===== config.mk =====
export PLATFORM = sky130hd
export DESIGN_NAME = qdrb_sram
export DESIGN_NICKNAME = d
export VERILOG_FILES = /design/src/rtl/qdrb_pkg.sv /design/src/rtl/qdrb_phase.sv /design/src/rtl/qdrb_wr_port.sv /design/src/rtl/qdrb_array.sv /design/src/rtl/qdrb_rd_port.sv /design/src/rtl/qdrb_sram.sv
export SDC_FILE = /design/constraint.sdc
export NUM_CORES = 1
export LEC_CHECK = 0
export CAP_MARGIN = 20
export CORE_MARGIN = 2
export CORE_UTILIZATION = 50
export DETAILED_ROUTE_END_ITERATION = 16
export DONT_BUFFER_PORTS = 1
export PLACE_DENSITY = 0.65
export SYNTH_ARGS = -nofsm -noshare
export SYNTH_HDL_FRONTEND = slang
export SYNTH_HIERARCHICAL = 1
export SYNTH_SLANG_ARGS = --single-unit

===== constraint.sdc =====
create_clock -name clk -period 3.7 [get_ports clk]
set_input_delay 0.37 -clock clk [delete_from_list [all_inputs] [get_ports clk]]
set_output_delay 0.37 -clock clk [all_outputs]
set_load 0.02 [all_outputs]

===== src/rtl/qdrb_pkg.sv =====
package qdrb_pkg;
  localparam int unsigned BEATS = 4;
  localparam int unsigned RD_LAT = 3;  // core edges from capture to first word

  typedef logic [1:0] beat_t;

  function automatic beat_t beat_next(beat_t b);
    return b + beat_t'(1);
  endfunction

  function automatic logic beat_last(beat_t b);
    return b == beat_t'(BEATS - 1);
  endfunction
endpackage


===== src/rtl/qdrb_phase.sv =====
module qdrb_phase (
  input  logic clk,
  input  logic rst_n,
  output logic krise
);
  logic half_q;

  always_ff @(posedge clk) begin
    if (!rst_n) half_q <= 1'b0;
    else        half_q <= ~half_q;
  end

  assign krise = ~half_q;

  a_r1_krise_then_fall: assert property (@(posedge clk) disable iff (!rst_n)
    krise |=> !krise);
  a_r1_fall_then_krise: assert property (@(posedge clk) disable iff (!rst_n)
    !krise |=> krise);
endmodule


===== src/rtl/qdrb_wr_port.sv =====
module qdrb_wr_port
  import qdrb_pkg::*;
#(
  parameter int unsigned ADDR_W = 4
) (
  input  logic              clk,
  input  logic              rst_n,
  input  logic              krise,
  input  logic              wr_n,
  input  logic [ADDR_W-1:0] addr,
  output logic              we,
  output logic [ADDR_W+1:0] widx
);
  logic              busy_q;
  beat_t             beat_q;
  logic [ADDR_W-1:0] base_q;
  logic              wr_accept;

  assign wr_accept = krise & ~wr_n & ~busy_q;
  assign we        = wr_accept | busy_q;
  assign widx      = wr_accept ? {addr, beat_t'(0)} : {base_q, beat_q};

  always_ff @(posedge clk) begin
    if (!rst_n) begin
      busy_q <= 1'b0;
      beat_q <= '0;
      base_q <= '0;
    end else if (wr_accept) begin
      busy_q <= 1'b1;
      beat_q <= beat_t'(1);
      base_q <= addr;
    end else if (busy_q) begin
      beat_q <= beat_next(beat_q);
      if (beat_last(beat_q)) busy_q <= 1'b0;
    end
  end

  a_r2_wr_span: assert property (@(posedge clk) disable iff (!rst_n)
    wr_accept |=> (busy_q ##1 busy_q ##1 busy_q ##1 !busy_q));
  a_r4_wr_follow_on: assert property (@(posedge clk) disable iff (!rst_n)
    busy_q |-> (widx[1:0] != 2'b00));
endmodule


===== src/rtl/qdrb_array.sv =====
module qdrb_array
  import qdrb_pkg::*;
#(
  parameter int unsigned LANE_W = 9,
  parameter int unsigned LANES  = 2,
  parameter int unsigned ADDR_W = 4,
  localparam int unsigned WIDTH = LANE_W * LANES,
  localparam int unsigned WORDS = (1 << ADDR_W) * BEATS
) (
  input  logic                   clk,
  input  logic                   we,
  input  logic [ADDR_W+1:0]      widx,
  input  logic [WIDTH-1:0]       d,
  input  logic [LANES-1:0]       lane_n,
  input  logic [ADDR_W-1:0]      raddr,
  output logic [BEATS*WIDTH-1:0] snap
);
  logic [WIDTH-1:0] mem [WORDS];

  always_ff @(posedge clk) begin
    if (we) begin
      for (int l = 0; l < int'(LANES); l++) begin
        if (!lane_n[l]) mem[widx][l*LANE_W +: LANE_W] <= d[l*LANE_W +: LANE_W];
      end
    end
  end

  for (genvar b = 0; b < int'(BEATS); b++) begin : g_sub
    assign snap[b*WIDTH +: WIDTH] = mem[{raddr, beat_t'(b)}];
  end
endmodule


===== src/rtl/qdrb_rd_port.sv =====
module qdrb_rd_port
  import qdrb_pkg::*;
#(
  parameter int unsigned WIDTH = 18
) (
  input  logic                   clk,
  input  logic                   rst_n,
  input  logic                   krise,
  input  logic                   rd_n,
  input  logic [BEATS*WIDTH-1:0] snap,
  output logic [WIDTH-1:0]       q,
  output logic                   q_oe
);
  logic                   rd_accept;
  logic                   busy_q;
  beat_t                  cap_beat_q;
  logic [RD_LAT-1:0]      lat_q;
  logic [BEATS*WIDTH-1:0] pend_q;
  logic [BEATS*WIDTH-1:0] obuf_q;
  beat_t                  obeat_q;
  logic                   load;

  function automatic logic [WIDTH-1:0] pick(logic [BEATS*WIDTH-1:0] v, beat_t b);
    logic [WIDTH-1:0] r;
    r = '0;
    for (int i = 0; i < int'(BEATS); i++) begin
      if (b == beat_t'(i)) r = v[i*WIDTH +: WIDTH];
    end
    return r;
  endfunction

  assign rd_accept = krise & ~rd_n & ~busy_q;
  assign load      = lat_q[RD_LAT-1];

  always_ff @(posedge clk) begin
    if (!rst_n) begin
      busy_q     <= 1'b0;
      cap_beat_q <= '0;
      lat_q      <= '0;
      pend_q     <= '0;
      obuf_q     <= '0;
      obeat_q    <= '0;
      q          <= '0;
      q_oe       <= 1'b0;
    end else begin
      lat_q <= {lat_q[RD_LAT-2:0], rd_accept};
      if (rd_accept) begin
        pend_q     <= snap;
        busy_q     <= 1'b1;
        cap_beat_q <= beat_t'(1);
      end else if (busy_q) begin
        cap_beat_q <= beat_next(cap_beat_q);
        if (beat_last(cap_beat_q)) busy_q <= 1'b0;
      end
      if (load) begin
        q       <= pick(pend_q, beat_t'(0));
        obuf_q  <= pend_q;
        obeat_q <= beat_t'(1);
        q_oe    <= 1'b1;
      end else if (q_oe && obeat_q != beat_t'(0)) begin
        q       <= pick(obuf_q, obeat_q);
        obeat_q <= beat_next(obeat_q);
      end else begin
        q    <= '0;
        q_oe <= 1'b0;
      end
    end
  end

  a_r6_first_word: assert property (@(posedge clk) disable iff (!rst_n)
    rd_accept |-> ##4 q_oe);
  a_r8_four_words: assert property (@(posedge clk) disable iff (!rst_n)
    $rose(q_oe) |-> ##3 q_oe);
  a_r9_quiet_bus: assert property (@(posedge clk) disable iff (!rst_n)
    !q_oe |-> (q == '0));
  a_r4_rd_span: assert property (@(posedge clk) disable iff (!rst_n)
    rd_accept |=> (busy_q ##1 busy_q ##1 busy_q ##1 !busy_q));
endmodule


===== src/rtl/qdrb_sram.sv =====
module qdrb_sram
  import qdrb_pkg::*;
#(
  parameter int unsigned LANE_W = 9,
  parameter int unsigned LANES  = 2,
  parameter int unsigned DEPTH  = 64,
  localparam int unsigned WIDTH  = LANE_W * LANES,
  localparam int unsigned ADDR_W = $clog2(DEPTH / BEATS)
) (
  input  logic              clk,
  input  logic              rst_n,
  output logic              krise,
  input  logic              rd_n,
  input  logic              wr_n,
  input  logic [ADDR_W-1:0] addr,
  input  logic [WIDTH-1:0]  d,
  input  logic [LANES-1:0]  lane_n,
  output logic [WIDTH-1:0]  q,
  output logic              q_oe
);
  logic                   we;
  logic [ADDR_W+1:0]      widx;
  logic [BEATS*WIDTH-1:0] snap;

  qdrb_phase u_phase (
    .clk   (clk),
    .rst_n (rst_n),
    .krise (krise)
  );

  qdrb_wr_port #(.ADDR_W(ADDR_W)) u_wr (
    .clk   (clk),
    .rst_n (rst_n),
    .krise (krise),
    .wr_n  (wr_n),
    .addr  (addr),
    .we    (we),
    .widx  (widx)
  );

  qdrb_array #(.LANE_W(LANE_W), .LANES(LANES), .ADDR_W(ADDR_W)) u_array (
    .clk    (clk),
    .we     (we),
    .widx   (widx),
    .d      (d),
    .lane_n (lane_n),
    .raddr  (addr),
    .snap   (snap)
  );

  qdrb_rd_port #(.WIDTH(WIDTH)) u_rd (
    .clk   (clk),
    .rst_n (rst_n),
    .krise (krise),
    .rd_n  (rd_n),
    .snap  (snap),
    .q     (q),
    .q_oe  (q_oe)
  );
endmodule


# Yosys cells after proc, flatten, opt, wreduce, memory -nomap -nowiden
# Memories as Yosys holds them, arrays and structs flattened. A register that Yosys moved wholly into a read port is not among the register bits.
# Index checks and enable logic that the tools add are counted.
# word_totals
in_bits	28
register_bits	107
elab_cells	75
out_inout_bits	20
ramBits	1152
mem_count	1
# mem_list
memory	words	word_bits	rd	rd_ports_with_merged_regs	write_ports	line	source
u_array.mem	64	18	4	4	1	qdrb_array.sv:18	logic [WIDTH-1:0] mem [WORDS];
# classes
reduce_logical	13
add_sub_neg	3
eq_ne	6
n_mux	27
bitwise	11
# ops
op	n
$mux W18	6
$mux W1	20
$eq A2 B2 Y1 const B	4
$reduce_bool A2 Y1	4
$add A2 B1 Y2 const B	3
$mux W6	1
$not A1 Y1	6
$reduce_or A2 Y1	3
$and A1 B1 Y1	4
$logic_not A1 Y1	4
$eq A2 B1 Y1 const B	1
$logic_not A2 Y1	1
$ne A2 B1 Y1 const B	1
$logic_and A1 B1 Y1	1
$or A1 B1 Y1	1

# Depth between registers and ports, before layout
# Gate-level depths: netlist of the first run.
# depth
word_depth	7
ltp_mapped	8
ltp_nobuf	6

# Cells and area by module
# The synthesis of the first run kept the hierarchy.
# modules_own_cells
mod	cells_each	instances	seq_area_each_um2	area_each_um2
qdrb_array	1929	1	34593.2	43704.4
qdrb_rd_port	575	1	3423.3	6222.2
qdrb_wr_port	28	1	140.1	316.6
qdrb_phase	3	1	20.0	30.0

# Worst setup path before layout of the first run
# Ideal clock, no wire load.
# synth_path
path_type	register to register
start	register u_phase.half_q
end	memory u_array.mem[34][0], enable pin
path_buffers	3
setup_time_ns	0.374
arrival_time_ns	2.466
setup_slack_ns	0.860
stages_incl_launch_ff	9
required_ns	3.326
period_less_slack_ns	2.840
cell_sequence	dfxtp_1 inv_1 nor3b_4 mux2_2 clkbuf_1 or3b_1 clkbuf_1 clkbuf_1 nor2_1
# synth_via
word_cells_on_any_way	7
classes_between	3 x mux; 4 x bitwise
# synth_lines
item	line	source
from (decl)	qdrb_phase.sv:6	logic half_q;
from (signal assigned)	qdrb_phase.sv:10	else half_q <= ~half_q;
$not A1 Y1	qdrb_phase.sv:13	assign krise = ~half_q;
via krise	qdrb_sram.sv:12	output logic krise,
$and A1 B1 Y1 (2 in a row)	qdrb_wr_port.sv:19	assign wr_accept = krise & ~wr_n & ~busy_q;
$mux W6	qdrb_wr_port.sv:21	assign widx = wr_accept ? {addr, beat_t'(0)} : {base_q, beat_q};
via widx[2]	qdrb_sram.sv:22	logic [ADDR_W+1:0] widx;
to (decl)	qdrb_array.sv:18	
# The timed path passes the listed nets, and every way through them passes these cells.

# Worst setup path after layout of the first run
# layout_path
start	register u_phase.half_q
end	memory u_array.mem[22][2], enable pin
# Same word-level chain as after synthesis.

==> summary.txt, run 1 <==
Clock tree
  • Post-CTS setup buffer count: 0
  • Clock tree from TritonCTS: built
  • Buffer depth of the longest clock path: 3
  • Number of hold buffers added after CTS: 23
  • Clock transition at the registers of the reported paths: 0.06 ns
  • Clock insertion delay at the later pin of the skew report: roughly 0.73 ns
  • Number of H-tree branching levels: 4
  • Number of buffers added by the clock tree synthesis step: ~130
  • Clk Tree Root Cell: sky130_fd_sc_hd__clkbuf_16
  • Post-cts repair resize count: 0
  • Number of sinks handled by clock tree synthesis: 1331

Synthesis
  • Post-Synth XOR/XNOR Area: 0.0001742
  • Synth Cell Area: roughly 50000 µm²
  • Synthesis-stage register bit count: approximately 1300
  • Adder-cell share of the synthesized area: 0.001493
  • Portion of netlist area occupied by mux cells: 0.1444
  • Syn nets: roughly 2600
  • Async S/R FF share, synth: 0
  • Top cells by area in the synthesized netlist: sky130_fd_sc_hd__edfxtp_1 69%, sky130_fd_sc_hd__mux4_2 13%, sky130_fd_sc_hd__dfxtp_1 7.1%
  • Average cell area after synthesis: approximately 20 µm²
  • Area share of the largest cell type after synthesis: 0.6881
  • Area share of and/or/nand/nor cells after synthesis: 0.03191
  • Share of the yosys chip area belonging to registers: 0.7594
  • Warnings, synthesis: 6
  • Synthesized-area fraction occupied by ao, oa, aoi and oai cells: 0.04532
  • Synth Flop Type: sky130_fd_sc_hd__edfxtp_1
  • Commonest cells in the synthesized netlist: 1152 x sky130_fd_sc_hd__edfxtp_1, 288 x sky130_fd_sc_hd__mux4_2, 205 x sky130_fd_sc_hd__nor2_1
  • Number of unique standard cell types used by synthesis: between 40 and 50
  • Count of flip-flops with a built-in enable after synthesis: around 1200
  • Synth area leader: sky130_fd_sc_hd__edfxtp_1
  • Synthesized instance count: roughly 2500
  • Dominant combinational cell family by area after synthesis: multiplexers
  • Most instantiated library cell after synthesis: sky130_fd_sc_hd__edfxtp_1

Pwr
  • Leakage: ~19 nW
  • Power per cell area: between 500 and 600 nW/µm²
  • Peak ir drop on the vdd network: about 0.43 mV

Detailed routing
  • Final ANT Viol Nets: 0
  • Number of vias in the routed layout: roughly 25000
  • Met3 wire length: around 8200 µm
  • Total wire length after detailed routing: about 110000 µm
  • Uppermost metal layer occupied by signal nets: met5
  • Post-detailed-route DRC marker count: 0
  • Length of the first detailed-routing pass in iterations: 5
  • Via/cell ratio: just over 6
  • M1 WL: slightly below 50000 µm
  • Count of routing violations after the opening detailed-route iteration: slightly below 3000
  • Met2 wire length: around 55000 µm
  • Routed wire per std cell: 27.77 µm

Placement
  • Post-Place Worst Slack: 0.5051 ns
  • Number of buffer cells added on primary ports: 0
  • Dpl hpwl: slightly below 70000 µm
  • Cell area after placement: about 53000 µm²
  • Placed Instances: 3864
  • Final weighted congestion in routability-driven placement: between 0.8 and 0.9

Floorplan
  • Effective utilization at floorplan: 0.5035
  • Die width: 321.1 µm
  • Std cell rows: approximately 120
  • Die area: around 100000 µm²
  • Die Span Y: between 300 and 400 µm
  • Floorplan core area: ~100000 µm²
  • I/O pin total: 48

Cells and area
  • Layout overhead on the synthesized area: 14.20%
  • Ant diodes: 0
  • Nets@finish: ~2800
  • Count of placed standard cells in the final layout, fillers left out: between 4000 and 5000
  • Post-route cell area: roughly 57000 µm²
  • Layout cells sized above 1: 0.2522

Timing
  • Period Utilization, post-route: 0.8843
  • Setup repair after global routing missed its margin: false
  • Number of failing setup endpoints in the final timing report: 0
  • Final Critical Period: around 3.3 ns
  • Slew margin rel.: -0.1065
  • Worst Tran Pin Value: 1.660 ns
  • FMAX: roughly 310 MHz
  • Post-route worst setup slack: ~0.43 ns
  • Total count of max-transition violations in the final report: 76
  • Clock skew after layout: slightly below 0.02 ns
  • Post-Route Hold Slack: 0.01964 ns
  • Fin. Hold Viols: 0
  • TNS Setup: 0 ns

Worst setup path
  • Crit start category: flip-flop
  • Endpoint required time on the critical path: roughly 4.1 ns
  • Data arrival at the endpoint of the critical path: approximately 3.7 ns
  • Maximum fanout encountered on the critical timing path: 9
  • Worst setup EP type: flip-flop
  • Crit Path Category: flip-flop to flip-flop

Min path
  • Path class of the lowest-slack min-delay path: input port to flip-flop

Job
  • MaxCap Viol Count: 0

GRT
  • Maximum number of pins on one net before global-route repair: slightly below 300
  • Aggregate global-route resource usage: 0.2244
  • Grt ovf: 0
  • Initial antenna violation count: 3
  • Via count of the first global-routing pass: around 25000
  • First-pass GRT wire length: 169900 µm

Status
  • Violations in the final reports: max-slew violations
  • Run status: complete, but fails checks
==> area by class of cell <==
cell class	count	area, µm²
timing repair buffer	213	1984
inverter	6	22.52
tap	1298	1624
multi-input combinational	1039	11260
fill	7315	42440
clock inverter	52	467.9
clock buffer	182	3876
sequential	1331	38180
==> critical path, stage by stage, from the launching register on <==
cell and delay [ns]:
sky130_fd_sc_hd__dfxtp_1 0.31, sky130_fd_sc_hd__inv_1 0.20, sky130_fd_sc_hd__nor3b_4 0.48, sky130_fd_sc_hd__mux2_2 0.43, sky130_fd_sc_hd__nor3b_1 0.49, sky130_fd_sc_hd__nand2_1 0.57
sky130_fd_sc_hd__nor2_1 0.29, sky130_fd_sc_hd__buf_4 0.21
==> metal layers <==
layer  vias up  global-route usage
li1      10690                   -
met1     13210              0.3315
met2      1024              0.3519
met3       145             0.03696
met4         2             0.05815
met5         -                   0
==> flip-flops by register name (all words and copies together), names as in the netlist <==
signal / count
u_rd/pend_q: 72
u_wr/base_q: 4
u_rd/obeat_q: 2
u_rd/busy_q: 1
u_rd/cap_beat_q: 2
u_rd/q: 18
u_rd/q_oe: 1
u_rd/lat_q: 3
u_rd/obuf_q: 72
u_wr/busy_q: 1
u_phase/half_q: 1
u_wr/beat_q: 2
u_array/mem: 1152
==> placed cells by master, fill, tap and decap left out, types with 2 or more instances in the layout <==
| master | instances |
|---|---|
| sky130_fd_sc_hd__a21oi_1 | 17 |
| sky130_fd_sc_hd__a22o_1 | 72 |
| sky130_fd_sc_hd__a22oi_1 | 144 |
| sky130_fd_sc_hd__a32oi_1 | 17 |
| sky130_fd_sc_hd__and2_1 | 7 |
| sky130_fd_sc_hd__and2b_1 | 2 |
| sky130_fd_sc_hd__and3b_1 | 3 |
| sky130_fd_sc_hd__buf_16 | 18 |
| sky130_fd_sc_hd__buf_4 | 189 |
| sky130_fd_sc_hd__bufinv_16 | 7 |
| sky130_fd_sc_hd__clkbuf_1 | 25 |
| sky130_fd_sc_hd__clkbuf_16 | 144 |
| sky130_fd_sc_hd__clkbuf_8 | 13 |
| sky130_fd_sc_hd__clkinv_1 | 10 |
| sky130_fd_sc_hd__clkinv_2 | 21 |
| sky130_fd_sc_hd__clkinv_4 | 3 |
| sky130_fd_sc_hd__clkinvlp_4 | 6 |
| sky130_fd_sc_hd__dfxtp_1 | 178 |
| sky130_fd_sc_hd__dlygate4sd3_1 | 5 |
| sky130_fd_sc_hd__edfxtp_1 | 1152 |
| sky130_fd_sc_hd__ha_1 | 6 |
| sky130_fd_sc_hd__inv_1 | 5 |
| sky130_fd_sc_hd__inv_4 | 3 |
| sky130_fd_sc_hd__mux2_2 | 4 |
| sky130_fd_sc_hd__mux2i_1 | 73 |
| sky130_fd_sc_hd__mux4_2 | 288 |
| sky130_fd_sc_hd__nand2_1 | 104 |
| sky130_fd_sc_hd__nand3_1 | 5 |
| sky130_fd_sc_hd__nand3b_1 | 3 |
| sky130_fd_sc_hd__nor2_1 | 204 |
| sky130_fd_sc_hd__nor2b_1 | 26 |
| sky130_fd_sc_hd__nor2b_4 | 2 |
| sky130_fd_sc_hd__nor3b_1 | 3 |
| sky130_fd_sc_hd__o21a_1 | 18 |
| sky130_fd_sc_hd__o21ai_1 | 2 |
| sky130_fd_sc_hd__o31ai_1 | 16 |
| sky130_fd_sc_hd__or3b_1 | 2 |
==> where the power goes <==
group / switching (mW) / leakage, nW / internal, mW
clock network: 5.41 / 2.13 / 7.81
logic: 0.727 / 4.66 / 0.536
registers: 0.0756 / 11.8 / 16.4
total: 6.21 / 18.6 / 24.7
==> cells by family (layout without fill, tap and decap cells) <==
| family | Yosys count | after routing |
|---|---|---|
| xor gates and xnor gates | 1 | 1 |
| adders and majority gates | 6 | 6 |
| DFF | 1331 | 1331 |
| and+or+nand+nor | 373 | 373 |
| AOI/OAI and AO/OA | 294 | 294 |
| muxes | 365 | 365 |
| buffers and inverters | 165 | 453 |
==> path summary, 6_finish.rpt <==
path / slack [ns] / cells after the start / start / to
setup / recovery: 0.43 / 7 / u_phase/half_q / u_array/mem[22][2]
hold / removal: 0.02 / 1 / d[8] / u_array/mem[26][8]
setup reg to reg: 0.43 / 7 / u_phase/half_q / u_array/mem[22][2]
hold reg to reg: 0.42 / 1 / u_phase/half_q / u_phase/half_q
==> per-stage QoR <==
step | total power [mW] | util
floorplan | 17.58 | -
global placement | 17.72 | 0.5260
detailed placement | 17.73 | 0.5260
CTS | 31.17 | 0.5750
global route | 31.82 | 0.5750
finish | 30.96 | 0.5750
Power figures use the tool's default switching activity.
==> inputs of run 2 (changes only) <==
Settings changed: CORE_MARGIN 2 to 10, CORE_UTILIZATION 50 to 52, PLACE_DENSITY 0.65 to 0.67.
==> run 2 against run 1 <==
Compared with the run above: the run now ends clean; non-clock buffer count is 28 lower; worst setup slack worse by 0.028 ns; sequential power hardly changed; hold slack about the same; sequential share of layout area about the same; critical endpoint is now u_array/mem[34][12].
==> summary.txt, run 2 (synthesis results as in run 1) <==
Pwr
  • Total power: 31.57 mW (+2.0%)
  • Peak ir drop on the vdd network: 0.4490 mV (+5.5%)
  • Power per cell area: 550.3 nW/µm² (+2.0%)
  • Leakage: 18.51 nW (-0.48%)

Timing
  • Worst Tran Pin Value: 1.133 ns (-0.5268 ns)
  • Fin. Hold Viols: 0 (unchanged)
  • Number of failing setup endpoints in the final timing report: 0 (unchanged)
  • Period Utilization, post-route: 0.8919 (+0.007575)
  • Setup repair after global routing missed its margin: false
  • Final Critical Period: 3.300 ns (+0.02803 ns)
  • TNS Setup: 0 ns (unchanged)
  • Post-route worst setup slack: 0.4000 ns (-0.02803 ns)
  • Total count of max-transition violations in the final report: 0 (-100%)
  • Clock skew after layout: 0.02801 ns (+0.008765 ns)
  • FMAX: 303.0 MHz (-0.85%)
  • Post-Route Hold Slack: 0.01979 ns (+0.0001588 ns)
  • Slew margin rel.: 0.2447 (+0.3512)

Clock tree
  • Number of sinks handled by clock tree synthesis: 1331 (unchanged)
  • Clock transition at the registers of the reported paths: 0.06 ns (about the same)
  • Clock insertion delay at the later pin of the skew report: 0.73 ns (about the same)
  • Number of buffers added by the clock tree synthesis step: 131 (unchanged)
  • Number of H-tree branching levels: 4 (unchanged)
  • Post-cts repair resize count: 0 (unchanged)
  • Clock tree from TritonCTS: built
  • Buffer depth of the longest clock path: 3 (unchanged)
  • Clk Tree Root Cell: sky130_fd_sc_hd__clkbuf_16

Detailed routing
  • Number of vias in the routed layout: 25020 (-0.21%)
  • Final ANT Viol Nets: 0 (unchanged)
  • Routed wire per std cell: 28.15 µm (+1.4%)
  • Via/cell ratio: 6.150 (+1.1%)
  • Length of the first detailed-routing pass in iterations: 6 (+1)
  • Count of routing violations after the opening detailed-route iteration: 3021 (+2.2%)
  • Total wire length after detailed routing: 114500 µm (about the same)
  • Post-detailed-route DRC marker count: 0 (unchanged)

Floorplan
  • Die area: 109500 µm² (+6.2%)
  • Std cell rows: 113 (-2.6%)
  • Floorplan core area: 95440 µm² (-4.4%)
  • I/O pin total: 48 (unchanged)
  • Die Span Y: 330.9 µm (+3.1%)
  • Effective utilization at floorplan: 0.5268 (+0.02332)
  • Die width: 330.9 µm (+3.1%)

Cells and area
  • Layout overhead on the synthesized area: 14.13% (about the same)
  • Core utilization of the finished layout: 0.6012 (+0.02625)
  • Largest registers: u_array/mem: 1152 flops, u_rd/obuf_q: 72 flops, u_rd/pend_q: 72 flops
  • Most flop-heavy register: u_array/mem
  • Count of placed standard cells in the final layout, fillers left out: 4068 (-1.3%)
  • Number of flip-flops under the largest register name: 1152 (unchanged)
  • Nets@finish: 2728 (-1.0%)
  • Layout fillers: 6670 (-8.8%)
  • Most used cells in the layout excluding fill and tap cells: 1152 x sky130_fd_sc_hd__edfxtp_1, 288 x sky130_fd_sc_hd__mux4_2, 204 x sky130_fd_sc_hd__nor2_1
  • Post-route cell area: 57380 µm² (about the same)
  • Ant diodes: 0 (unchanged)
  • Layout cells sized above 1: 0.2419 (-0.01033)
  • Most common cell after layout, fill and taps aside: sky130_fd_sc_hd__edfxtp_1

Placement
  • Number of buffer cells added on primary ports: 0 (unchanged)
  • Cell area after placement: 52270 µm² (-0.48%)
  • Final weighted congestion in routability-driven placement: 0.8775 (+8.4%)
  • Dpl hpwl: 65920 µm (-2.3%)
  • Placed Instances: 3801 (-1.6%)
  • Post-Place Worst Slack: 0.4345 ns (-0.07064 ns)

GRT
  • Aggregate global-route resource usage: 0.2111 (-0.01336)
  • Initial antenna violation count: 8 (+5)
  • Maximum number of pins on one net before global-route repair: 290 (unchanged)
  • Grt ovf: 0 (unchanged)
  • First-pass GRT wire length: 169900 µm (about the same)
  • Via count of the first global-routing pass: 25430 (+0.57%)

Worst setup path
  • Crit start category: flip-flop
  • Maximum fanout encountered on the critical timing path: 9 (unchanged)
  • Endpoint required time on the critical path: 4.05 ns (-0.08 ns)
  • Data arrival at the endpoint of the critical path: 3.65 ns (-0.05 ns)
  • Crit Path Category: flip-flop to flip-flop
  • Worst setup EP type: flip-flop

Status
  • Run status: finished clean

Min path
  • Path class of the lowest-slack min-delay path: input port to flip-flop

Job
  • MaxCap Viol Count: 0 (unchanged)
## run 2: final timing paths
| path | from | to | slack (ns) | cells past startpoint |
|---|---|---|---|---|
| max | u_wr/busy_q | u_array/mem[34][12] | 0.40 | 5 |
| max reg2reg | u_wr/busy_q | u_array/mem[34][12] | 0.40 | 5 |
| min | d[8] | u_array/mem[4][8] | 0.02 | 1 |
| min reg2reg | u_phase/half_q | u_phase/half_q | 0.43 | 1 |
## run 2: timing repair
item / CTS / global route
endpoints found under the hold margin: 1164 / 0
hold buffers: 25 / 0
buffers inserted: 0 / 0
## run 2: per-layer routing
metal / track usage / routed length (µm) / part of all wire / vias up
met5: 0 / 27 / 0.00024 / -
met4: 0.07000 / 3469 / 0.030 / 4
met3: 0.05337 / 10830 / 0.095 / 207
met2: 0.3286 / 54070 / 0.47 / 1211
met1: 0.2916 / 46120 / 0.40 / 12940
li1: - / - / - / 10660
## run 2: critical path, cell delays in order, from the launching register on
cell                      delay [ns]
sky130_fd_sc_hd__dfxtp_1        0.37
sky130_fd_sc_hd__nor3b_4        0.38
sky130_fd_sc_hd__mux2_2         0.42
sky130_fd_sc_hd__nor3b_1        0.55
sky130_fd_sc_hd__nand2_1        0.46
sky130_fd_sc_hd__nor2_1         0.73
## run 2: area by class of cell
type / instances / area, µm² / share of cell area
clock buffers: 170 / 3625 / 0.06317
clock inverters: 72 / 917.1 / 0.01598
inverters: 6 / 22.52 / 0.0003925
multi-input cells: 1039 / 11260 / 0.1962
flip-flops and latches: 1331 / 38180 / 0.6654
well taps: 1265 / 1583 / 0.02759
repair buffers: 185 / 1792 / 0.03123
## run 2: power by group
part	leakage, nW	switching, mW	internal, mW	total (mW)
Sequential	11.8	0.0700	16.4	16.5
Combinational	4.50	0.726	0.522	1.25
Clock	2.20	5.56	8.30	13.9
Total	18.5	6.36	25.2	31.6
